[src/rtl/irq_sense_pkg.sv]
package irq_sense_pkg;

    localparam int NSRC_DEF = 32;

    typedef enum logic [1:0] {
        SENSE_HIGH = 2'b00,
        SENSE_LOW  = 2'b01,
        SENSE_RISE = 2'b10,
        SENSE_FALL = 2'b11
    } sense_e;

    typedef enum logic [2:0] {
        OP_NONE    = 3'd0,
        OP_EN_SET  = 3'd1,
        OP_EN_CLR  = 3'd2,
        OP_PND_SET = 3'd3,
        OP_PND_CLR = 3'd4
    } cmd_op_e;

    function automatic logic is_edge(sense_e m);
        return m[1];
    endfunction

    function automatic logic level_hit(sense_e m, logic v);
        return (m == SENSE_HIGH) ? v : ~v;
    endfunction

    function automatic logic edge_hit(sense_e m, logic cur, logic prev);
        logic h;
        case (m)
            SENSE_RISE: h = cur & ~prev;
            SENSE_FALL: h = ~cur & prev;
            default:    h = 1'b0;
        endcase
        return h;
    endfunction

endpackage

[src/rtl/irq_sync.sv]
module irq_sync #(
    parameter int W = 32
) (
    input  logic         clk,
    input  logic         rst,
    input  logic [W-1:0] din,
    output logic [W-1:0] dout
);
    logic [W-1:0] s1_q, s2_q;
    logic [1:0]   fill_q;

    always_ff @(posedge clk) begin
        if (rst) begin
            s1_q   <= '0;
            s2_q   <= '0;
            fill_q <= '0;
        end else begin
            s1_q <= din;
            s2_q <= s1_q;
            if (fill_q != 2'd2) fill_q <= fill_q + 2'd1;
        end
    end

    assign dout = s2_q;

    // synchronized output lags the raw input by two clocks
    p_sync_delay_r5: assert property (@(posedge clk) disable iff (rst)
        (fill_q == 2'd2) |-> (dout == $past(din, 2)));

endmodule

[src/rtl/irq_cmd.sv]
module irq_cmd
    import irq_sense_pkg::*;
#(
    parameter int N     = 32,
    parameter int SRC_W = $clog2(N)
) (
    input  logic             clk,
    input  logic             rst,
    input  logic             cfg_we,
    input  logic [SRC_W-1:0] cfg_src,
    input  logic [1:0]       cfg_mode,
    input  logic [2:0]       cmd_op,
    input  logic [N-1:0]     cmd_bits,
    input  logic             ack_valid,
    input  logic [SRC_W-1:0] ack_src,
    output sense_e           modes [N],
    output logic [N-1:0]     mask,
    output logic [N-1:0]     set_vec,
    output logic [N-1:0]     clr_vec
);
    logic [N-1:0] mask_q;
    logic [N-1:0] ack_vec;

    always_ff @(posedge clk) begin
        if (rst) begin
            mask_q <= '0;
            for (int i = 0; i < N; i++) modes[i] <= SENSE_HIGH;
        end else begin
            if (cmd_op == OP_EN_SET) mask_q <= mask_q | cmd_bits;
            else if (cmd_op == OP_EN_CLR) mask_q <= mask_q & ~cmd_bits;
            if (cfg_we) modes[cfg_src] <= sense_e'(cfg_mode);
        end
    end

    always_comb begin
        ack_vec = '0;
        if (ack_valid && (ack_src != '0)) ack_vec[ack_src] = 1'b1;
        set_vec = (cmd_op == OP_PND_SET) ? cmd_bits : '0;
        clr_vec = ((cmd_op == OP_PND_CLR) ? cmd_bits : '0) | ack_vec;
    end

    assign mask = mask_q;

    p_en_set_r6: assert property (@(posedge clk) disable iff (rst)
        (cmd_op == OP_EN_SET) |=> ((mask & $past(cmd_bits)) == $past(cmd_bits)));

    p_en_clr_r7: assert property (@(posedge clk) disable iff (rst)
        (cmd_op == OP_EN_CLR) |=> ((mask & $past(cmd_bits)) == '0));

    p_mask_hold_r6: assert property (@(posedge clk) disable iff (rst)
        !(cmd_op == OP_EN_SET || cmd_op == OP_EN_CLR) |=> $stable(mask));

endmodule

[src/rtl/irq_sense_cell.sv]
module irq_sense_cell
    import irq_sense_pkg::*;
(
    input  logic   clk,
    input  logic   rst,
    input  sense_e mode,
    input  logic   lvl,
    input  logic   sw_set,
    input  logic   clr,
    output logic   pend
);
    logic prev_q, latch_q, latch_d, hit;

    assign hit = edge_hit(mode, lvl, prev_q);

    always_comb begin
        if (is_edge(mode)) latch_d = (latch_q & ~clr) | sw_set | hit;
        else               latch_d = 1'b0;
    end

    always_ff @(posedge clk) begin
        if (rst) begin
            prev_q  <= 1'b0;
            latch_q <= 1'b0;
        end else begin
            prev_q  <= lvl;
            latch_q <= latch_d;
        end
    end

    assign pend = is_edge(mode) ? latch_q : level_hit(mode, lvl);

    // a detected edge always leaves the bit pending
    p_edge_latch_r3: assert property (@(posedge clk) disable iff (rst)
        hit |=> (!is_edge(mode) || pend));

    // a clear with no competing set empties the latch
    p_ack_clear_r10: assert property (@(posedge clk) disable iff (rst)
        (clr && !sw_set && !hit && is_edge(mode)) |=> (!is_edge(mode) || !pend));

endmodule

[src/rtl/irq_sense.sv]
module irq_sense
    import irq_sense_pkg::*;
#(
    parameter int N_SRC = NSRC_DEF
) (
    input  logic                     clk,
    input  logic                     rst,
    input  logic [N_SRC-1:0]         irq_raw,
    input  logic                     cfg_we,
    input  logic [$clog2(N_SRC)-1:0] cfg_src,
    input  logic [1:0]               cfg_mode,
    input  logic [2:0]               cmd_op,
    input  logic [N_SRC-1:0]         cmd_bits,
    input  logic                     ack_valid,
    input  logic [$clog2(N_SRC)-1:0] ack_src,
    output logic [N_SRC-1:0]         pending,
    output logic [N_SRC-1:0]         mask,
    output logic [N_SRC-1:0]         raw_status
);
    localparam int SRC_W = $clog2(N_SRC);

    logic [N_SRC-1:0] sync_lvl, set_vec, clr_vec;
    sense_e           modes [N_SRC];

    irq_sync #(.W(N_SRC)) u_sync (
        .clk(clk), .rst(rst), .din(irq_raw), .dout(sync_lvl)
    );

    irq_cmd #(.N(N_SRC), .SRC_W(SRC_W)) u_cmd (
        .clk(clk), .rst(rst),
        .cfg_we(cfg_we), .cfg_src(cfg_src), .cfg_mode(cfg_mode),
        .cmd_op(cmd_op), .cmd_bits(cmd_bits),
        .ack_valid(ack_valid), .ack_src(ack_src),
        .modes(modes), .mask(mask), .set_vec(set_vec), .clr_vec(clr_vec)
    );

    for (genvar g = 0; g < N_SRC; g++) begin : g_src
        irq_sense_cell u_cell (
            .clk(clk), .rst(rst), .mode(modes[g]), .lvl(sync_lvl[g]),
            .sw_set(set_vec[g]), .clr(clr_vec[g]), .pend(pending[g])
        );
    end

    assign raw_status = sync_lvl;

    // acknowledging the fast source never drops it
    p_fast_kept_r11: assert property (@(posedge clk) disable iff (rst)
        (ack_valid && ack_src == '0 && cmd_op != OP_PND_CLR && !cfg_we
         && is_edge(modes[0]) && pending[0]) |=> pending[0]);

endmodule

[config.mk]
export PLATFORM = sky130hd
export DESIGN_NAME = irq_sense
export DESIGN_NICKNAME = d
export VERILOG_FILES = /design/src/rtl/irq_sense_pkg.sv /design/src/rtl/irq_sync.sv /design/src/rtl/irq_cmd.sv /design/src/rtl/irq_sense_cell.sv /design/src/rtl/irq_sense.sv
export SDC_FILE = /design/constraint.sdc
export NUM_CORES = 1
export LEC_CHECK = 0
export BUFFER_PORTS_ARGS = -buffer_cell sky130_fd_sc_hd__buf_2
export CAP_MARGIN = 15
export CORE_MARGIN = 2
export CORE_UTILIZATION = 35
export DETAILED_ROUTE_END_ITERATION = 12
export PLACE_DENSITY = 0.63
export SLEW_MARGIN = 40
export SYNTH_ARGS = -nofsm -noshare
export SYNTH_HDL_FRONTEND = slang
export SYNTH_SLANG_ARGS = --single-unit
[constraint.sdc]
create_clock -name clk -period 4.1 [get_ports clk]
set_input_delay 0.82 -clock clk [delete_from_list [all_inputs] [get_ports clk]]
set_output_delay 0.82 -clock clk [all_outputs]
set_load 0.1 [all_outputs]
==> metrics.txt <==
Pre-antenna DRT Iters 5; Leakage 0.00418 µW; Fin. Hold Viols 0; Synth Area in Compound Gates 0.203; first-pass GRT wire length roughly 41000 µm; Async SR Flop Fraction 0; largest area contributor in the netlist dfxtp_1; CTS tree done; Fin Setup TNS 0 ns; H-tree depth 1; register area 4480 µm²; Yosys warnings 0; Clock Tree Buf Depth 3; postcts setup bufs 0; most common flop cell mapped by yosys dfxtp_1; row count 61; die height 171 µm; Post-Syn Area 9820 µm²; Crit-path slowest cell buf_2; number of synthesized flops with an enable pin 0; initial core utilization 0.354; unrepaired setup endpoints after global routing false; hpwl dp ~18000 µm; register bit total from synthesis 224; Wirelength per Cell 16.7 µm; ranking of synthesized cells by area dfxtp_1, a21oi_1, nor2b_1; post-layout min period roughly 2.7 ns; fin cells about 1600; WL final 26600 µm; routability cong. 0.799; Routed Antenna Nets 0; Chip Width 171 µm; WP data arrival about 1.9 ns; final net count 1275; Seq/Total Area, Yosys 0.457; vias 8050; mux cell area share after synthesis 0; Relative slew margins 0.508; global route overflow 0; worst vdd ir 0.300 mV; main combinational cell family by area after synthesis compound AO/OA/AOI/OAI gates; worst-path cell chain xnor2_1, o21ai_0, buf_2; Multi-input gate area roughly 4300 µm²; core footprint 27700 µm²; Clock Root Buffer clkbuf_16; Final Cycle Share 0.668; Worst-Skew Late Latency between 0.5 and 0.6 ns; largest net degree at the start of global routing 98; initial antenna violation count 5; area share of fa/ha/maj cells after synthesis 0; status finished, final reports clean; Clock Skews 0.00833 ns; fraction of layout cells with a size suffix above 1 0.198; Crit Path Category flip-flop to output port; xor/xnor share of the synthesized area 0.0294; Hold Buf Count CTS 0; Min-Delay Path Class flip-flop to flip-flop; PortBufs ~180; Synth top area share 0.457; CTS clock-pin slew for the worst setup and hold paths 0.06 ns; Final Hold Slack about 0.43 ns; # setup viols final 0; Max Cap Viol 0; simple-gate portion of the synthesized area 0.200; Crit path largest cell delay 0.51 ns; final slew viol count 0; # IOs 179; Crit. End Element output port; total track usage 0.178; PD cells 448 nW/µm²; post-synthesis net count 1199; Fillers 2773; Required @ worst endpoint 3.28 ns; die area 29400 µm²; maximum clock frequency 365 MHz; CTS sink cnt 224; via density per instance 5.07; cts repair resizes 0; clock buffers created by TritonCTS 25; pre-CTS WS ~1.5 ns; Synth Area per Inst 8.80 µm²; CP startpoint kind flip-flop; vias in the first global route 7413; # DRC 0; area grow syn2layout 14.2%; DR iter-0 viols 411; Slew @ Worst Pin between 0.7 and 0.8 ns; final worst slack 1.36 ns; number of distinct library cells after synthesis 33; placed cells 1543; CP max FO 5; Cells after Synth 1116
## Yosys cell counts (3+ instances only)
cell type  instances
nor2b_1          100
and3b_1           33
nand2_1           67
nor4bb_1           3
buf_6              7
nand4bb_1          3
inv_1             64
o221ai_1          25
nand3_1           64
buf_4             65
or4bb_1            3
clkbuf_1          42
o221ai_2           6
dfxtp_1          224
buf_2             19
o21ai_0           97
nand4b_1           6
a311oi_1          64
nand2b_1           6
or2_2              3
xnor2_1           33
clkbuf_2           3
and4b_1            3
nor2_1            35
a21oi_1          128
## per-stage QoR
stage / area [µm²] / power, µW / util
detailed placement: 10400 / 2940 / 0.377
floorplan: 9820 / 2810 / -
finish: 11200 / 5020 / 0.405
global placement: 10400 / 2930 / 0.376
global route: 11200 / 5210 / 0.405
CTS: 11200 / 5070 / 0.405
## cell type report
| class | count | share of cell area |
|---|---|---|
| Antenna cell | 1 | 0.000223 |
| Clock buffer | 33 | 0.0611 |
| Clock inverter | 10 | 0.00747 |
| Inverter | 64 | 0.0214 |
| Multi-Input combinational cell | 690 | 0.381 |
| Sequential cell | 224 | 0.400 |
| Tap cell | 378 | 0.0422 |
| Timing Repair Buffer | 187 | 0.0871 |
## power breakdown
| part | switching, µW | internal (µW) | leakage [µW] |
|---|---|---|---|
| clock | 898 | 1240 | 0.000378 |
| combinational | 493 | 132 | 0.00198 |
| sequential | 35.3 | 2230 | 0.00182 |
| total | 1430 | 3600 | 0.00418 |
## layer usage
layer / track usage / vias to the layer above / wire length (µm)
met5: 0 / - / 54
met1: 0.247 / 3745 / 12300
li1: - / 4013 / -
met4: 0.0446 / 8 / 467
met2: 0.279 / 247 / 11900
met3: 0.0396 / 37 / 1820
## worst max-delay path: cells and delay by family (launching register included)
family	cells	cell delay, ns
xor gates and xnor gates	1	0.09
buffers and inverters	1	0.51
AOI/OAI and AO/OA	1	0.37
DFF	1	0.43
## final timing paths
kind | start | to | slack (ns) | cells after the start
max reg2reg | u_sync.dout[0] | g_src[0].u_cell.latch_q | 3.06 | 3
min | u_sync.s1_q[2] | u_sync.dout[2] | 0.43 | 1
max | u_sync.dout[12] | pending[12] | 1.36 | 3
min reg2reg | u_sync.s1_q[2] | u_sync.dout[2] | 0.43 | 1
## placed cells by master, fill, tap and decap left out, types with 5 or more instances in the layout
cell type	n
a21oi_1	128
a311oi_1	64
and3b_1	32
buf_2	177
buf_4	8
clkbuf_1	5
clkbuf_16	25
clkinv_2	6
dfxtp_1	224
inv_1	64
nand2_1	67
nand2b_1	6
nand3_1	64
nand4b_1	6
nor2_1	34
nor2b_1	100
o21ai_0	97
o221ai_1	25
o221ai_2	6
xnor2_1	33
## cells by family (layout without fill, tap and decap cells)
kind of cell    count (synthesis)  after routing
simple gates                  337            337
xor+xnor                       33             33
flops                         224            224
other cells                     0              1
buf+inv                       202            294
compound gates                320            320
Power figures use the tool's default switching activity.
